### src/rtl/ckpt_coord_pkg.sv
// Package: shared types for the save point coordinator.
// Assumes: nothing beyond IEEE 1800-2017 enum support.
package ckpt_coord_pkg;

    // Sequencer phases: idle, first raised cycle, collecting done flags, commit cycle.
    typedef enum logic [1:0] {
        PH_IDLE    = 2'd0,
        PH_RAISE   = 2'd1,
        PH_COLLECT = 2'd2,
        PH_COMMIT  = 2'd3
    } ckpt_phase_e;

endpackage

### src/rtl/ckpt_trigger.sv
// Module: ckpt_trigger
// Merges the external request and a periodic timer expiry into one held
// "pending" flag that is cleared when the sequencer takes it.
// Assumes: TICK_PERIOD >= 2; take_i is only high when pending_o is high.
module ckpt_trigger #(
    parameter int TICK_PERIOD = 1000
) (
    input  logic clk,
    input  logic rst_n,
    input  logic req_i,
    input  logic take_i,
    output logic pending_o
);
    localparam int TW = $clog2(TICK_PERIOD);
    localparam logic [TW-1:0] LAST = TW'(TICK_PERIOD - 1);

    logic [TW-1:0] tick_cnt_q;
    logic          tick;
    logic          pend_q;

    assign tick      = (tick_cnt_q == LAST);
    assign pending_o = pend_q;

    // Free-running period counter that wraps after TICK_PERIOD cycles.
    always_ff @(posedge clk) begin
        if (!rst_n)    tick_cnt_q <= '0;
        else if (tick) tick_cnt_q <= '0;
        else           tick_cnt_q <= tick_cnt_q + TW'(1);
    end

    // Pending flag: a new request or expiry wins over the take that clears it.
    always_ff @(posedge clk) begin
        if (!rst_n)              pend_q <= 1'b0;
        else if (req_i || tick)  pend_q <= 1'b1;
        else if (take_i)         pend_q <= 1'b0;
    end

    // a held request stays held until the sequencer takes it.
    a_r9_pending_held: assert property (@(posedge clk) disable iff (!rst_n)
        (pend_q && !take_i) |=> pend_q);

    // an expiry always leaves a request pending.
    a_r3_tick_sets_pending: assert property (@(posedge clk) disable iff (!rst_n)
        tick |=> pend_q);

endmodule

### src/rtl/ckpt_done_collect.sv
// Module: ckpt_done_collect
// Remembers per-participant done flags during the collect phase and reports
// when every participant has completed (stored flag or live flag).
// Assumes: clear_i and capture_i are never high in the same cycle.
module ckpt_done_collect #(
    parameter int N_PART = 4
) (
    input  logic              clk,
    input  logic              rst_n,
    input  logic              clear_i,
    input  logic              capture_i,
    input  logic [N_PART-1:0] done_i,
    output logic              all_done_o
);
    logic [N_PART-1:0] seen_q;
    logic [N_PART-1:0] seen_or_live;

    for (genvar p = 0; p < N_PART; p++) begin : g_part
        // One sticky bit per participant: cleared on raise, set by done while collecting.
        always_ff @(posedge clk) begin
            if (!rst_n || clear_i)          seen_q[p] <= 1'b0;
            else if (capture_i && done_i[p]) seen_q[p] <= 1'b1;
        end
        assign seen_or_live[p] = seen_q[p] | done_i[p];
    end

    // Completion only counts while collecting.
    assign all_done_o = capture_i && (&seen_or_live);

    // the raise cycle leaves no stale completion behind.
    a_r6_clear_empties: assert property (@(posedge clk) disable iff (!rst_n)
        clear_i |=> (seen_q == '0));

    // a remembered flag survives until the next clear.
    a_r5_seen_sticky: assert property (@(posedge clk) disable iff (!rst_n)
        (!clear_i) |=> ((seen_q & $past(seen_q)) == $past(seen_q)));

endmodule

### src/rtl/ckpt_phase_fsm.sv
// Module: ckpt_phase_fsm
// Sequences one save point: idle -> raise (1 cycle) -> collect (until all
// done) -> commit (1 cycle) -> idle, and counts completed commits.
// Assumes: all_done_i is only asserted while capture_o is high.
module ckpt_phase_fsm
    import ckpt_coord_pkg::*;
#(
    parameter int CNT_W = 16
) (
    input  logic             clk,
    input  logic             rst_n,
    input  logic             pending_i,
    input  logic             recover_i,
    input  logic             all_done_i,
    output logic             take_o,
    output logic             clear_o,
    output logic             capture_o,
    output logic             level_o,
    output logic             busy_o,
    output logic [CNT_W-1:0] count_o
);
    ckpt_phase_e phase_q, phase_d;
    logic [CNT_W-1:0] count_q;

    assign take_o    = (phase_q == PH_IDLE) && pending_i && !recover_i;
    assign clear_o   = (phase_q == PH_RAISE);
    assign capture_o = (phase_q == PH_COLLECT);
    assign level_o   = (phase_q == PH_RAISE) || (phase_q == PH_COLLECT);
    assign busy_o    = (phase_q != PH_IDLE);
    assign count_o   = count_q;

    // Next-phase selection.
    always_comb begin
        phase_d = phase_q;
        case (phase_q)
            PH_IDLE:    if (take_o)     phase_d = PH_RAISE;
            PH_RAISE:                   phase_d = PH_COLLECT;
            PH_COLLECT: if (all_done_i) phase_d = PH_COMMIT;
            PH_COMMIT:                  phase_d = PH_IDLE;
            default:                    phase_d = PH_IDLE;
        endcase
    end

    // Phase register.
    always_ff @(posedge clk) begin
        if (!rst_n) phase_q <= PH_IDLE;
        else        phase_q <= phase_d;
    end

    // Commit counter: steps as the commit cycle ends.
    always_ff @(posedge clk) begin
        if (!rst_n)                   count_q <= '0;
        else if (phase_q == PH_COMMIT) count_q <= count_q + CNT_W'(1);
    end

    // the commit phase lasts exactly one cycle.
    a_r7_commit_one_cycle: assert property (@(posedge clk) disable iff (!rst_n)
        (phase_q == PH_COMMIT) |=> (phase_q == PH_IDLE));

    // the level only falls on a full completion.
    a_r4_fall_needs_done: assert property (@(posedge clk) disable iff (!rst_n)
        $fell(level_o) |-> $past(all_done_i));

    // the count steps by one exactly when busy falls.
    a_r8_count_step: assert property (@(posedge clk) disable iff (!rst_n)
        $fell(busy_o) |-> (count_q == $past(count_q) + CNT_W'(1)));

    // no change of count while busy is not falling.
    a_r8_count_quiet: assert property (@(posedge clk) disable iff (!rst_n)
        (phase_q != PH_COMMIT) |=> $stable(count_q));

    // no save point begins while recovering.
    a_r10_no_start_in_recovery: assert property (@(posedge clk) disable iff (!rst_n)
        (phase_q == PH_IDLE && recover_i) |=> (phase_q == PH_IDLE));

    // the raise phase always follows an accepted start.
    a_r2_raise_after_take: assert property (@(posedge clk) disable iff (!rst_n)
        take_o |=> (phase_q == PH_RAISE));

endmodule

### src/rtl/ckpt_coordinator.sv
// Module: ckpt_coordinator (top)
// Coordinates a global two-phase save point across N_NODES cache/core nodes
// and N_LOGS memory loggers, and forwards the recovery notification.
// Assumes: participants drop their done flags after seeing the level fall.
module ckpt_coordinator #(
    parameter int N_NODES     = 4,
    parameter int N_LOGS      = 2,
    parameter int TICK_PERIOD = 1000,
    parameter int CNT_W       = 16
) (
    input  logic               clk,
    input  logic               rst_n,
    input  logic               ckpt_req,
    input  logic [N_NODES-1:0] node_done,
    input  logic [N_LOGS-1:0]  log_done,
    input  logic               recover,
    output logic               ckpt_level,
    output logic               ckpt_busy,
    output logic [CNT_W-1:0]   ckpt_count,
    output logic               restore_note
);
    localparam int N_PART = N_NODES + N_LOGS;

    logic pending, take, clear, capture, all_done;
    logic restore_q;
    logic [N_PART-1:0] part_done;

    assign part_done    = {log_done, node_done};
    assign restore_note = restore_q;

    ckpt_trigger #(.TICK_PERIOD(TICK_PERIOD)) i_trigger (
        .clk       (clk),
        .rst_n     (rst_n),
        .req_i     (ckpt_req),
        .take_i    (take),
        .pending_o (pending)
    );

    ckpt_done_collect #(.N_PART(N_PART)) i_collect (
        .clk        (clk),
        .rst_n      (rst_n),
        .clear_i    (clear),
        .capture_i  (capture),
        .done_i     (part_done),
        .all_done_o (all_done)
    );

    ckpt_phase_fsm #(.CNT_W(CNT_W)) i_fsm (
        .clk        (clk),
        .rst_n      (rst_n),
        .pending_i  (pending),
        .recover_i  (recover),
        .all_done_i (all_done),
        .take_o     (take),
        .clear_o    (clear),
        .capture_o  (capture),
        .level_o    (ckpt_level),
        .busy_o     (ckpt_busy),
        .count_o    (ckpt_count)
    );

    // Registered recovery notification toward the processors.
    always_ff @(posedge clk) begin
        if (!rst_n) restore_q <= 1'b0;
        else        restore_q <= recover;
    end

    // the notification trails the recovery input by one edge.
    a_r10_restore_follows: assert property (@(posedge clk) disable iff (!rst_n)
        $rose(restore_q) |-> $past(recover));

    // the level is never high without busy.
    a_r7_level_within_busy: assert property (@(posedge clk) disable iff (!rst_n)
        ckpt_level |-> ckpt_busy);

endmodule

### config.mk
export PLATFORM = sky130hd
export DESIGN_NAME = ckpt_coordinator
export DESIGN_NICKNAME = d
export VERILOG_FILES = /design/src/rtl/ckpt_coord_pkg.sv /design/src/rtl/ckpt_trigger.sv /design/src/rtl/ckpt_done_collect.sv /design/src/rtl/ckpt_phase_fsm.sv /design/src/rtl/ckpt_coordinator.sv
export SDC_FILE = /design/constraint.sdc
export NUM_CORES = 1
export LEC_CHECK = 0
export ABC_AREA = 1
export BUFFER_PORTS_ARGS = -buffer_cell sky130_fd_sc_hd__buf_2
export CORE_UTILIZATION = 49
export CTS_CLUSTER_DIAMETER = 60
export DETAILED_ROUTE_END_ITERATION = 10
export PLACE_DENSITY_LB_ADDON = 0.05
export SLEW_MARGIN = 20
export SYNTH_ARGS = -nofsm -noshare
export SYNTH_HDL_FRONTEND = slang
export SYNTH_SLANG_ARGS = --single-unit
### constraint.sdc
create_clock -name clk -period 1.3 [get_ports clk]
set_clock_uncertainty 0.1 [all_clocks]
set_input_delay 0 -clock clk [delete_from_list [all_inputs] [get_ports clk]]
set_output_delay 0 -clock clk [all_outputs]
set_load 0.02 [all_outputs]
# Yosys cells after proc, flatten, opt, wreduce, memory -nomap -nowiden

Index checks and enable logic that the tools add are counted.

Add/sub/neg operators: 2
Multipliers: 0
Div/mod/pow operators: 0
Magnitude comparators: 0
Equal/unequal tests: 6
Shift operators: 0
Multiplexer cells: 5
Bitwise logic cells: 7
Reductions and logical operators: 20

Operators with widths:

| operator                | count |
|---|---|
| $add A16 B1 Y16 const B | 1 |
| $add A10 B1 Y10 const B | 1 |
| $eq A10 B10 Y1 const B  | 1 |
| $logic_and A1 B1 Y1     | 9 |
| $pmux W2 S4             | 1 |
| $or A1 B1 Y1            | 6 |
| $reduce_and A6 Y1       | 1 |
| $eq A2 B2 Y1 const B    | 2 |
| $mux W2                 | 2 |
| $reduce_bool A2 Y1      | 2 |
| $logic_or A1 B1 Y1      | 3 |
| $eq A2 B1 Y1 const B    | 1 |
| $logic_not A1 Y1        | 2 |
| $logic_not A2 Y1        | 1 |
| $mux W1                 | 2 |
| $ne A2 B1 Y1 const B    | 1 |
| $ne A2 B2 Y1 const B    | 1 |
| $reduce_and A2 Y1       | 1 |
| $reduce_or A2 Y1        | 1 |
| $not A1 Y1              | 1 |

Bits in registers: 36
Bits in latches: 0
RAM bits: 0
Bits in read-only memories: 0
Output and inout port bits: 19
Logic and storage cells: 51
Memories: 0

# Logic depth before layout (Yosys ltp)

Word-level depth: 5
Depth in mapped cells: 9

# Hierarchy

From an unflattened synthesis, not the netlist that was laid out.

Cells, all modules: 254
Area, all modules: 1795.5 sq um

Modules (own cells, without submodules):

| module            | times used | cells an instance | area an instance (sq um) |
|---|---|---|---|
| ckpt_phase_fsm    | 1          | 141               | 991.0 |
| ckpt_trigger      | 1          | 72                | 525.5 |
| ckpt_done_collect | 1          | 38                | 251.5 |
| ckpt_coordinator  | 1          | 3                 | 27.5 |

# Worst setup path after synthesis

OpenSTA, ideal clock, no wires.

Path kind: flip-flop to flip-flop
Start point: register i_fsm.count_q[0], in the netlist i_fsm.count_o[0]
End point: register i_fsm.count_q[12], in the netlist i_fsm.count_o[12]
Library setup time: 0.113 ns
Arrival: 1.263 ns
Data required time: 1.087 ns
Slack: -0.176 ns
Cell stages (with the launch flop): 9
Path buffers: 0
Path through: dfxtp_1 ha_1 nand3_1 inv_2 nand2_4 nor2_8 nand2_2 o21ai_1 nor2_1

Cells in the longest elaborated chain, start to end: 1

RTL lines:

| item                   | RTL line             | text |
|---|---|---|
| start, declared        | ckpt_phase_fsm.sv:23 | `logic [CNT_W-1:0] count_q;` |
| start signal, assigned | ckpt_phase_fsm.sv:53 | `else if (phase_q == PH_COMMIT) count_q <= count_q + CNT_W'(1);` |
| $add A16 B1 Y16        | ckpt_phase_fsm.sv:53 |  |

Every way passes these cells.
A chain may end at the register's enable or synchronous reset.

# Final worst setup path

Start point: register i_trigger.tick_cnt_q[1]
End point: register i_trigger.tick_cnt_q[3]

Cells in the longest elaborated chain, start to end: 2
Elaborated cells on any way between the ends: 3
Those cells by class: add/sub: 1; eq/ne: 1; reduce/logical: 1

RTL lines:

| item                                                                    | RTL line           | text |
|---|---|---|
| start, declared                                                         | ckpt_trigger.sv:17 | `logic [TW-1:0] tick_cnt_q;` |
| start signal, assigned                                                  | ckpt_trigger.sv:28 | `else tick_cnt_q <= tick_cnt_q + TW'(1);` |
| parallel branches: the longest is 2 deep, another holds $add A10 B1 Y10 | -                  |  |

Parallel ways; which one is timed is not known.

==> impl_metrics.py <==
metrics = {
    "floorplanning": {
        "die_area_mm2": 0.00373,
        "io_pins": 29,
        "die_w_um": 61.1,
        "die_h_um": 61.1,
        "core_mm2": 0.00334,
        "std_cell_rows": 21,
        "initial_utilization_pct": 51.3,
    },
    "worst_setup_path": {
        "cp_top_family": "flip-flops",
        "required_ns": 1.43,
        "worst-path-buf-inv": 1,
        "crit_path_start_kind": "flop",
        "r2r_end": "i_trigger.tick_cnt_q[3]",
        "crit_path_end": "i_trigger.tick_cnt_q[3]",
        "crit_start": "i_trigger.tick_cnt_q[1]",
        "ff2ff_setup_slack_ns": -0.07,
        "path_class": "flop to flop",
        "crit_fanout": 4,
        "end_kind": "flop",
        "cp.arrival_ns": 1.50,
        "cp_slowest_cell": "dfxtp_2",
        "worstSetupPathDepth": 7,
        "slowest_delay_ns": 0.37,
        "crit_chain": "ha_4 > nand2_4 > nor2_2 > nand4_1 > buf_4 > o211ai_1 > nor2_1",
        "reg2reg_depth": 7,
        "reg2reg_from": "i_trigger.tick_cnt_q[1]",
    },
    "timing": {
        "maxSlewHeadroom_pct": 82.9,
        "period_minus_slack_ns": 1.37,
        "fmax_ghz": 0.729,
        "fin_hold_ws_ns": 0.300,
        "slew_violations": 0,
        "tightest_slew_ns": 0.254,
        "period_share_pct": 105,
        "setup_tns_ns": -0.546,
        "fin_ws_ns": -0.0715,
        "hold_viol": 0,
        "rsz0062_at_grt": "yes",
        "setup_viol": 16,
    },
    "global_route": {
        "grt_pass1_vias": 1404,
        "grt_pass1_wl_um": 5600,
        "grt_max_degree": 16,
        "antenna_found_initial": 0,
        "grt_usage_pct": 20.4,
        "grt_overflow_total": 0,
    },
    "route": {
        "drt-initial-drc-count": 83,
        "routed_wl_um": 3770,
        "avgRoutedWirePerCell_um": 10.8,
        "drcViolationCount": 0,
        "ant_nets": 0,
        "drtPass1Iterations": 4,
        "routed_via_density": 4.71,
        "dr_total_vias": 1649,
    },
    "logic_synthesis": {
        "yosysSeqAreaShare_pct": 42.1,
        "syn-cell-area_mm2": 0.00171,
        "async_flop_share_pct": 0,
        "synth_area_leaders": "dfxtp_1 42%, nand2_1 9.2%, nor2_1 8.8%",
        "synthTopCellsByCount": "42 x nand2_1, 40 x nor2_1, 36 x dfxtp_1, 27 x inv_1, 24 x a21oi_1",
        "synth_seq_cells": 36,
        "ys.flop_type": "dfxtp_1",
        "yosysMostFrequentCell": "nand2_1",
        "syn_inst": 236,
        "synth_edf_count": 0,
        "yosysTopAreaCell": "dfxtp_1",
        "syn_avg_cell_area_um2": 7.25,
        "yosysWarnings": 0,
        "synthDistinctLibCells": 25,
        "synth_top_cell_area_share_pct": 42.1,
        "syn-num-nets": 253,
    },
    "power": {
        "leakage_nw": 1.16,
        "ir_drop_mv": 0.754,
        "power.density_mw_per_mm2": 1130,
    },
    "layout": {
        "area_delta_synth_final_pct": 41.9,
        "drive_gt1_share_pct": 39.5,
        "fin_nets": 320,
        "utilization_pct": 72.7,
        "diodes": 0,
        "layoutNonFillerInstCount": 350,
    },
    "worst_hold_path": {
        "min_path_type": "primary input to flop",
        "hold_depth": 4,
    },
    "run_status": {
        "status": "finished, violations left",
        "violations": "negative setup slack",
    },
    "cts": {
        "path_clk_slew_ns": 0.11,
        "cts-buffers-inserted": 5,
        "clk_path_buf_depth": 2,
        "clock-sinks": 36,
        "cts-htree-levels": 2,
        "cts_tree": "yes",
        "cts_root_buf": "clkbuf_4",
        "clock_latency_ns": 0.33,
    },
    "place": {
        "dp.cells": 328,
        "gp_congestion": 0.826,
        "port-buffer-count": 28,
        "dp_slack_ns": -0.0695,
        "dp_hpwl_um": 2460,
    },
    "job": {
        "cap_viol_max_count": 0,
    },
}
## state kept, by name, summed over array words and instances (netlist names)
name / cells
i_trigger.pending_o: 1
restore_note: 1
i_fsm.count_o: 16
i_fsm.phase_q: 2
i_trigger.tick_cnt_q: 10
i_collect.seen_q: 6
## placed cells by master (no fill, tap or decap), types with 5 or more instances in the layout
cell type and instances:
a21oi_2 8, nand2_1 39, o21ai_1 9, dfxtp_1 26
inv_1 26, inv_2 9, buf_4 26, nand3_2 6
nand3_1 7, dfxtp_2 6, buf_2 26, a21oi_1 16
dlygate4sd3_1 9, nor2_1 35, clkbuf_4 5
## routing by layer
metal	track usage (%)	vias to the layer above	share of wire, %
met3	6.09	6	3.1
li1	-	881	-
met2	33.4	27	47
met1	25.2	735	48
met5	0	-	0
met4	8.44	0	1.4
## worst min-delay path, delay by kind of cell
family	cells	cell delay [ns]
buffers and inverters	3	0.65
AND/OR/NAND/NOR	1	0.04
## logic make-up after synthesis
logic type | count (synthesis) | synth area share [%]
compound gates | 37 | 11.1
buf+inv | 40 | 9.36
simple gates | 116 | 32.3
fa+ha+maj | 7 | 5.12
flops | 36 | 42.1
## area by class of cell
class	instances	area (µm²)
clock buffer	8	58.8
fill	255	910
inverter	36	136
multi-input combinational	160	982
sequential	36	743
tap	46	57.6
timing repair buffer	64	449
## worst min path at each step
| stage | slack (ns) | endpoint | start |
|---|---|---|---|
| floorplan | -0.007 | restore_note | recover |
| global placement | 0.1 | restore_note | recover |
| detailed placement | 0.11 | restore_note | recover |
| CTS | 0.29 | restore_note | recover |
| global route | 0.31 | restore_note | recover |
| finish | 0.30 | restore_note | recover |
## through the flow
step | power [W] | area (µm²)
5_1_grt | 0.00292 | 2430
3_3_place_gp | 0.00195 | 2090
2_1_floorplan | 0.00175 | 1750
3_5_place_dp | 0.00196 | 2090
6_report | 0.00274 | 2430
4_1_cts | 0.00270 | 2320
## power by group
group,switching (W),internal [W]
clock network,0.000360,0.000267
logic,0.000437,0.000388
registers,0.0000835,0.00121
## repair_timing
item                                    4_1_cts  5_1_grt
buffers inserted                              3        2
pin swaps                                     8        8
endpoints found under the hold margin        22        0
endpoints found under the setup margin       20       32
resized for setup                            16       31
hold buffers                                  9        0
Power figures use the tool's default switching activity.
